[src/rtl/sem_cell_pkg.sv]
package sem_cell_pkg;

  localparam int unsigned VIEW_W = 4;

  localparam logic [VIEW_W-1:0] VIEW_TAKE_PARK = 4'd4;
  localparam logic [VIEW_W-1:0] VIEW_TAKE_TRY  = 4'd5;

  typedef enum logic [2:0] {
    OP_IDLE      = 3'd0,
    OP_TAKE_PARK = 3'd1,
    OP_TAKE_TRY  = 3'd2,
    OP_GIVE      = 3'd3,
    OP_TYPED_RD  = 3'd4,
    OP_TYPED_WR  = 3'd5
  } sem_op_e;

  function automatic logic op_is_take(input sem_op_e op);
    return (op == OP_TAKE_PARK) || (op == OP_TAKE_TRY);
  endfunction

endpackage

[src/rtl/sem_cell_decode.sv]
module sem_cell_decode
  import sem_cell_pkg::*;
(
  input  logic              req_vld,
  input  logic [VIEW_W-1:0] req_view,
  input  logic              req_wr,
  input  logic              fifo_mode,
  output sem_op_e           op
);

  logic view_ok;

  assign view_ok = (req_view == VIEW_TAKE_PARK) || (req_view == VIEW_TAKE_TRY);

  always_comb begin
    op = OP_IDLE;
    if (req_vld && view_ok) begin
      if (fifo_mode) begin
        op = req_wr ? OP_TYPED_WR : OP_TYPED_RD;
      end else if (req_wr) begin
        op = OP_GIVE;
      end else if (req_view == VIEW_TAKE_PARK) begin
        op = OP_TAKE_PARK;
      end else begin
        op = OP_TAKE_TRY;
      end
    end
  end

endmodule

[src/rtl/sem_cell_counter.sv]
module sem_cell_counter
  import sem_cell_pkg::*;
#(
  parameter int unsigned CNT_W = 16
) (
  input  logic             clk,
  input  logic             rst_n,
  input  sem_op_e          op,
  output logic [CNT_W-1:0] cnt_q,
  output logic             cnt_zero,
  output logic             cnt_full,
  output logic             dec_evt,
  output logic             inc_evt
);

  localparam logic [CNT_W-1:0] CNT_MAX = {CNT_W{1'b1}};

  function automatic logic [CNT_W-1:0] f_take(input logic [CNT_W-1:0] c);
    return (c == '0) ? c : c - 1'b1;
  endfunction

  function automatic logic [CNT_W-1:0] f_give(input logic [CNT_W-1:0] c);
    return (c == CNT_MAX) ? c : c + 1'b1;
  endfunction

  logic [CNT_W-1:0] cnt_d;

  assign cnt_zero = (cnt_q == '0);
  assign cnt_full = (cnt_q == CNT_MAX);
  assign dec_evt  = op_is_take(op) && !cnt_zero;
  assign inc_evt  = (op == OP_GIVE) && !cnt_full;

  always_comb begin
    cnt_d = cnt_q;
    if (op_is_take(op)) begin
      cnt_d = f_take(cnt_q);
    end else if (op == OP_GIVE) begin
      cnt_d = f_give(cnt_q);
    end
  end

  always_ff @(posedge clk) begin
    if (!rst_n) begin
      cnt_q <= '0;
    end else begin
      cnt_q <= cnt_d;
    end
  end

endmodule

[src/rtl/sem_cell_waiters.sv]
module sem_cell_waiters
  import sem_cell_pkg::*;
#(
  parameter int unsigned N_REQ = 8,
  parameter int unsigned ID_W  = 3
) (
  input  logic             clk,
  input  logic             rst_n,
  input  sem_op_e          op,
  input  logic             cnt_zero,
  input  logic [ID_W-1:0]  req_id,
  output logic [N_REQ-1:0] waiters_q,
  output logic             wake_pulse_q,
  output logic [N_REQ-1:0] wake_mask_q,
  output logic             park_evt,
  output logic             wake_evt
);

  function automatic logic [N_REQ-1:0] f_id_bit(input logic [ID_W-1:0] id);
    return N_REQ'(1) << id;
  endfunction

  logic [N_REQ-1:0] waiters_d;

  assign park_evt = (op == OP_TAKE_PARK) && cnt_zero;
  assign wake_evt = (op == OP_GIVE) && (waiters_q != '0);

  always_comb begin
    waiters_d = waiters_q;
    if (wake_evt) begin
      waiters_d = '0;
    end else if (park_evt) begin
      waiters_d = waiters_q | f_id_bit(req_id);
    end
  end

  always_ff @(posedge clk) begin
    if (!rst_n) begin
      waiters_q    <= '0;
      wake_pulse_q <= 1'b0;
      wake_mask_q  <= '0;
    end else begin
      waiters_q    <= waiters_d;
      wake_pulse_q <= wake_evt;
      wake_mask_q  <= wake_evt ? waiters_q : '0;
    end
  end

endmodule

[src/rtl/sem_cell_resp.sv]
module sem_cell_resp
  import sem_cell_pkg::*;
#(
  parameter int unsigned CNT_W = 16
) (
  input  logic             clk,
  input  logic             rst_n,
  input  sem_op_e          op,
  input  logic [CNT_W-1:0] cnt_q,
  input  logic             cnt_zero,
  output logic             rsp_vld,
  output logic [CNT_W-1:0] rsp_data,
  output logic             rsp_stall
);

  logic [CNT_W-1:0] data_d;
  logic             stall_d;

  always_comb begin
    data_d  = op_is_take(op) ? cnt_q : '0;
    stall_d = (op == OP_TAKE_PARK) && cnt_zero;
  end

  always_ff @(posedge clk) begin
    if (!rst_n) begin
      rsp_vld   <= 1'b0;
      rsp_data  <= '0;
      rsp_stall <= 1'b0;
    end else begin
      rsp_vld   <= (op != OP_IDLE);
      rsp_data  <= data_d;
      rsp_stall <= stall_d;
    end
  end

endmodule

[src/rtl/sem_cell.sv]
module sem_cell
  import sem_cell_pkg::*;
#(
  parameter int unsigned CNT_W = 16,
  parameter int unsigned N_REQ = 8,
  parameter int unsigned ID_W  = $clog2(N_REQ)
) (
  input  logic              clk,
  input  logic              rst_n,
  input  logic              req_vld,
  input  logic [VIEW_W-1:0] req_view,
  input  logic              req_wr,
  input  logic [ID_W-1:0]   req_id,
  input  logic              fifo_mode,
  output logic              rsp_vld,
  output logic [CNT_W-1:0]  rsp_data,
  output logic              rsp_stall,
  output logic [N_REQ-1:0]  waiters,
  output logic              wake_pulse,
  output logic [N_REQ-1:0]  wake_mask
);

  sem_op_e          op_w;
  logic [CNT_W-1:0] cnt_q;
  logic             cnt_zero;
  logic             cnt_full;
  logic             dec_evt;
  logic             inc_evt;
  logic             park_evt;
  logic             wake_evt;

  sem_cell_decode u_decode (
    .req_vld   (req_vld),
    .req_view  (req_view),
    .req_wr    (req_wr),
    .fifo_mode (fifo_mode),
    .op        (op_w)
  );

  sem_cell_counter #(.CNT_W(CNT_W)) u_counter (
    .clk      (clk),
    .rst_n    (rst_n),
    .op       (op_w),
    .cnt_q    (cnt_q),
    .cnt_zero (cnt_zero),
    .cnt_full (cnt_full),
    .dec_evt  (dec_evt),
    .inc_evt  (inc_evt)
  );

  sem_cell_waiters #(.N_REQ(N_REQ), .ID_W(ID_W)) u_waiters (
    .clk          (clk),
    .rst_n        (rst_n),
    .op           (op_w),
    .cnt_zero     (cnt_zero),
    .req_id       (req_id),
    .waiters_q    (waiters),
    .wake_pulse_q (wake_pulse),
    .wake_mask_q  (wake_mask),
    .park_evt     (park_evt),
    .wake_evt     (wake_evt)
  );

  sem_cell_resp #(.CNT_W(CNT_W)) u_resp (
    .clk       (clk),
    .rst_n     (rst_n),
    .op        (op_w),
    .cnt_q     (cnt_q),
    .cnt_zero  (cnt_zero),
    .rsp_vld   (rsp_vld),
    .rsp_data  (rsp_data),
    .rsp_stall (rsp_stall)
  );

endmodule

[config.mk]
export PLATFORM = sky130hd
export DESIGN_NAME = sem_cell
export DESIGN_NICKNAME = d
export VERILOG_FILES = /design/src/rtl/sem_cell_pkg.sv /design/src/rtl/sem_cell_decode.sv /design/src/rtl/sem_cell_counter.sv /design/src/rtl/sem_cell_waiters.sv /design/src/rtl/sem_cell_resp.sv /design/src/rtl/sem_cell.sv
export SDC_FILE = /design/constraint.sdc
export NUM_CORES = 1
export LEC_CHECK = 0
export ABC_AREA = 1
export CAP_MARGIN = 20
export CORE_AREA = 3 3 71 89
export CTS_BUF_LIST = sky130_fd_sc_hd__clkbuf_8 sky130_fd_sc_hd__clkbuf_16
export CTS_CLUSTER_SIZE = 25
export DETAILED_ROUTE_END_ITERATION = 12
export DIE_AREA = 0 0 74 92
export PLACE_DENSITY = 0.74
export SLEW_MARGIN = 20
export SYNTH_ARGS = -nofsm -noshare
export SYNTH_HDL_FRONTEND = slang
export SYNTH_SLANG_ARGS = --single-unit
[constraint.sdc]
create_clock -name clk -period 2.1 [get_ports clk]
set_input_delay 0.42 -clock clk [delete_from_list [all_inputs] [get_ports clk]]
set_output_delay 0.42 -clock clk [all_outputs]
set_load 0.01 [all_outputs]
# Yosys cells after proc, flatten, opt, wreduce, memory -nomap -nowiden
# Cells that the tools add are included.
[word_totals] n_memories=0 elab_cells=42 latchBits=0 output_inout_bits=35 rom_bits=0 reg_bits=51 inputBits=12 ram_bits=0
[classes] muxes=9 n_bitwise=2 multipliers=0 n_eq_ne=8 n_shift=1 addsub=2 n_reduce_logical=13 n_div=0 magnitude_cmp=0
[op_table] operator="two-way mux 16 bit" n=4
[op_table] operator="adder 16 x 1 -> 16 bit, second input constant" n=1
[op_table] operator="== test 16 bit, second input constant" n=1
[op_table] operator="zero test 16 bit" n=1
[op_table] operator="subtractor 16 x 1 -> 16 bit, second input constant" n=1
[op_table] operator="two-way mux 3 bit" n=3
[op_table] operator="== test 4 x 3 -> 1 bit, second input constant" n=2
[op_table] operator="OR 8 bit" n=1
[op_table] operator="nonzero test 8 bit" n=1
[op_table] operator="<< shifter 1 x 3 -> 8 bit, first input constant" n=1
[op_table] operator="== test 3 x 2 -> 1 bit, second input constant" n=2
[op_table] operator="AND reduction 2 bit" n=2
[op_table] operator="== test 3 x 1 -> 1 bit, second input constant" n=1
[op_table] operator="logical AND 1 bit" n=3
[op_table] operator="AND reduction 3 bit" n=1
[op_table] operator="nonzero test 3 bit" n=1
[op_table] operator="logical OR 1 bit" n=2
[op_table] operator="two-way mux 2 bit" n=1
[op_table] operator="!= test 2 x 1 -> 1 bit, second input constant" n=1
[op_table] operator="!= test 2 bit, second input constant" n=1
[op_table] operator="nonzero test 2 bit" n=1
[op_table] operator="OR reduction 2 bit" n=1
[op_table] operator="two-way mux 1 bit" n=1
[op_table] operator="inverter 1 bit" n=1

# Logic depth before layout (Yosys ltp)
[depth] word_depth=9 ltp_mapped=16 depth_no_buf=16

# Cells and area by module
# Synthesis repeated with hierarchy kept, for this count alone.
[unflattened] cells_unflattened=467 hier_area_um2=3025.4
[modules_own_cells] mod="sem_cell_counter" area_per_inst_um2=1709.1 n_inst=1 seq_area_each_um2=320.3 cells_each=307
[modules_own_cells] mod="sem_cell_waiters" area_per_inst_um2=664.4 n_inst=1 seq_area_each_um2=340.3 cells_each=86
[modules_own_cells] mod="sem_cell_resp" area_per_inst_um2=589.3 n_inst=1 seq_area_each_um2=360.3 cells_each=62
[modules_own_cells] mod="sem_cell_decode" area_per_inst_um2=62.6 n_inst=1 seq_area_each_um2=0.0 cells_each=12

# Least setup slack after synthesis
# No wires, ideal clock.
[synth_path] kind="in2reg" start="input req_view[3]" end="register u_counter.cnt_q[8]" required_time_ns=1.980 n_path_buf=0 path_stages=14 path_slack_ns=-0.050 arrival_time_ns=2.029 setup_time_ns=0.120 cell_sequence="inv_2 nand2_2 nor2_4 nand3_4 inv_2 ha_1 a21oi_1 nand2_1 nand2_1 nand2_1 nand2_1 nand2_1 xnor2_1 a21oi_1"
[synth_via] elab_chain_cells=9 elab_cells_between_ends=17 cone_classes="eq/ne: 7; mux: 5; reduce/logical: 5"
[synth_lines] item="start, declared" line_no="sem_cell.sv:11" rtl="input logic [VIEW_W-1:0] req_view,"
[synth_lines] item="== test 4 x 3 -> 1 bit" line_no="sem_cell_decode.sv:13, sem_cell_decode.sv:22"
[synth_lines] item="two-way mux 2 bit" line_no="sem_cell_decode.sv:22" rtl="end else if (req_view == VIEW_TAKE_PARK) begin"
[synth_lines] item="two-way mux 3 bit" line_no="sem_cell_decode.sv:20" rtl="end else if (req_wr) begin"
[synth_lines] item="two-way mux 3 bit" line_no="sem_cell_decode.sv:18" rtl="if (fifo_mode) begin"
[synth_lines] item="two-way mux 3 bit *" line_no="sem_cell_decode.sv:17" rtl="if (req_vld && view_ok) begin"
[synth_lines] item="== test 3 x 1 -> 1 bit / == test 3 x 2 -> 1 bit (equally long branches)" line_no="sem_cell_pkg.sv:18" rtl="return (op == OP_TAKE_PARK) || (op == OP_TAKE_TRY);"
[synth_lines] item="logical OR 1 bit" line_no="sem_cell_pkg.sv:18"
[synth_lines] item="!= test 2 bit (no line) (tied with other cells)"
[synth_lines] item="AND reduction 3 bit (no line)"
[synth_lines] item="end signal, assigned" line_no="sem_cell_counter.sv:46" rtl="cnt_q <= cnt_d;"
[synth_lines] item="end, declared" line_no="sem_cell_counter.sv:9" rtl="output logic [CNT_W-1:0] cnt_q,"
# Mark *: on every way between the ends. The rest lies on a longest branch, timed or not.
# A chain may end at the register's enable or synchronous reset.

# Final worst setup path
[layout_path] start="input req_view[2]" end="register u_counter.cnt_q[9]"
# The elaborated chain is that of the path after synthesis.

==> impl_results.md <==
- Status: finished with violations
- Failing checks: negative setup slack
- Crit Path Max Fanout: 8
- Die Y: 92 µm
- First-pass GRT wire length: 12200 µm
- Fin. max-slew vios: 0
- Fin crit share: 100%
- CTS buffer count: 5
- Synth area leaders: dfxtp_1, nand2_1, nor2_1, ha_1, inv_1
- Core ar.: 5520 µm²
- Vias in the first global route: 2632
- TritonCTS sink count: 51
- Final WS setup: -9.54 ps
- Sw frac: 25.1%
- Post-route DRC: 0
- DRT iter0 DRCs: 170
- Crit Path Category: in2reg
- Synth area leader: dfxtp_1
- Syn Std Cell Area: 2580 µm²
- LEAKAGE: 1.83 nW
- Pre-CTS WS: -687 ps
- Die width: 74 µm
- Synth warn: 0
- Worst-skew pair later-pin latency: 320 ps
- Post-synthesis register bit count: 51
- Slew margin rel.: 76.4%
- Pin count of the biggest net entering global routing: 17
- Final HPWL DP: 5030 µm
- Layout cells sized above 1: 36.2%
- Clock Skew: 13.5 ps
- Area fraction of the dominant cell type after synthesis: 39.6%
- Hold-fix buffers, CTS: 0
- H-Tree Depth: 2
- Register area share after synthesis: 39.6%
- Nets: 483
- Clock slew at reported path FFs: 90 ps
- ANT nets after route: 0
- Combinational share of power: 9.2%
- Total power: 0.00176 W
- WL final: 8390 µm
- Max Freq: 474 MHz
- Via count: 2817
- Total Routing Usage GR: 23.1%
- DR vias/cell: 5.42
- Clock Power Share: 34.9%
- Cell Rows: 30
- VDD IR max: 0.000333 V
- Setup crit end kind: flip-flop
- IO Count: 47
- CTS tree: built
- Wire per inst: 16.1 µm
- Power share of the sequential group: 55.9%
- P_sw: 0.000441 W
- Syn_nets: 383
- Die ar.: 6810 µm²
- # port buffers: 46
- Final setup viols: 3
- Critical path launch point type: input pin
- Final hold vios: 0
- Grt total ovfl: 0
- Drt pass-1 iters: 4
- Final Critical Period: 2110 ps
- Initial core utilization: 46.7%
- Clk buf depth: 2
- P&R area growth vs syn: 59.5%
- Synth cell types: 29
- Least-Margin Pin Slew: 352 ps
- Cell area power density: 428 nW/µm²
- Antenna Cells: 0
- Worst Path Arrival: 2320 ps
- Placer Congestion: 0.876
- CP required: 2310 ps
- CTS root buf: clkbuf_8
- Synth Area per Inst: 7.26 µm²
- Mapped Cells: 355
- Antenna violations before repair: 0
- Internal power: 0.00132 W
- Max_cap viols: 0
- HP Class: in2reg
## final timing paths
kind / endpoint / cells past startpoint / start / slack [ps]
max reg2reg: u_counter.cnt_q[14]$_SDFFE_PN0P_ / 12 / u_counter.cnt_q[1]$_SDFFE_PN0P_ / 230
max: u_counter.cnt_q[9]$_SDFFE_PN0P_ / 13 / req_view[2] / -10
min: u_resp.rsp_vld$_SDFF_PN0_ / 4 / req_view[1] / 380
min reg2reg: u_waiters.wake_mask_q[7]$_SDFF_PN0_ / 2 / u_waiters.waiters_q[7]$_SDFFE_PP0P_ / 490
## critical path: stages
cell,delay [ps]
clkdlybuf4s15_1,210
nand2_4,100
nor2_4,50
nand3_4,170
clkinv_8,150
ha_4,210
nor2_1,260
nand2_2,130
nand3_2,120
nand2_4,90
a21oi_2,150
xor2_1,160
a21oi_1,90
## through the flow
stage,area (µm²),util (%),TNS (ps),cells,hold slack (ps)
5_1_grt,4110,74.5,-286,520,378
2_1_floorplan,2580,-,0,355,459
4_1_cts,3740,67.9,0,510,489
3_3_place_gp,3380,61.2,-6520,497,468
6_report,4110,74.5,-18.8,520,382
3_5_place_dp,3380,61.2,-7340,497,471
## cell families after synthesis
group                      count (synthesis)  synth area share, %
and+or+nand+nor                          161                 27.7
buffers and inverters                     65                 10.2
AOI/OAI and AO/OA                         53                 11.3
DFF                                       51                 39.6
adders and majority gates                 16                 8.06
xor gates and xnor gates                   9                 3.06
## layout by cell type (no fill, tap or decap), types with 2 or more instances in the layout
cell             Yosys  layout
xnor2_1              7       7
nand2_4              1      13
a31oi_1              8       8
clkdlybuf4s50_1      0      40
dlymetal6s2s_1       0       2
inv_2                9      15
a21oi_2              1       8
o21ai_1             13      14
ha_4                 0      14
buf_6                2       3
clkdlybuf4s15_1      0       3
clkbuf_8             0       6
a21oi_4              0       4
xor2_1               2       2
nor2_2               2       5
nor3_4               0       2
nand2_1             62      30
nand2_2              3      23
inv_1               50      43
nor2_1              52      45
dfxtp_1             51      51
buf_4                0      48
nor2_4               1       5
nor3_1               5       3
nand3_1             18       9
nand4_1             15      15
nand3_2              0       9
a21oi_1             25      14
## layout make-up
cell class / instances / area [µm²]
Inverter: 59 / 234
Timing Repair Buffer: 98 / 875
Timing Repair inverter: 1 / 11.3
Clock buffer: 6 / 82.6
Fill cell: 362 / 1410
Sequential cell: 51 / 1020
Clock inverter: 2 / 16.3
Tap cell: 64 / 80.1
Multi-Input combinational cell: 239 / 1790
## state kept, by name, indices dropped and copies added (netlist names)
name and flops:
u_counter.cnt_q 16, u_resp.rsp_data 16, u_resp.rsp_stall 1, u_resp.rsp_vld 1
u_waiters.waiters_q 8, u_waiters.wake_mask_q 8, u_waiters.wake_pulse_q 1
## synthesized netlist by cell type
master	number
nand2_1	62
nor2_1	52
dfxtp_1	51
inv_1	50
a21oi_1	25
nand3_1	18
ha_1	15
nand4_1	15
o21ai_1	13
inv_2	9
a31oi_1	8
xnor2_1	7
nor3_1	5
buf_2	3
nand2_2	3
o21ai_0	3
buf_6	2
nor2_2	2
xor2_1	2
a21o_1	1
a21oi_2	1
and3_1	1
clkbuf_1	1
fa_1	1
nand2_4	1
nand3_4	1
nor2_4	1
o211ai_2	1
o21bai_1	1
## routing by layer
layer  vias to the layer above  GRT usage (%)  share of wire, %
met2                       114           38.1                50
li1                       1347              -                 -
met3                        36           4.50               4.6
met1                      1320           28.7                41
met5                         -              0                 0
met4                         0           9.67               4.4
## power groups by stage
| stage | clock, W | combinational [W] | sequential [W] |
|---|---|---|---|
| CTS | 0.000626 | 0.000139 | 0.000981 |
| finish | 0.000614 | 0.000162 | 0.000982 |
| global placement | 0 | 0.000125 | 0.00100 |
| floorplan | 0 | 0.0000661 | 0.00100 |
| global route | 0.000668 | 0.000174 | 0.000983 |
| detailed placement | 0 | 0.000127 | 0.00100 |
## repair_timing
action                     in CTS  in global routing
buffers inserted                4                 10
cloned                          1                  0
setup endpoints to repair      12                 10
resized for setup              49                 81
pin swaps                      17                 42
Note: power is estimated with default switching activity, not from simulation.
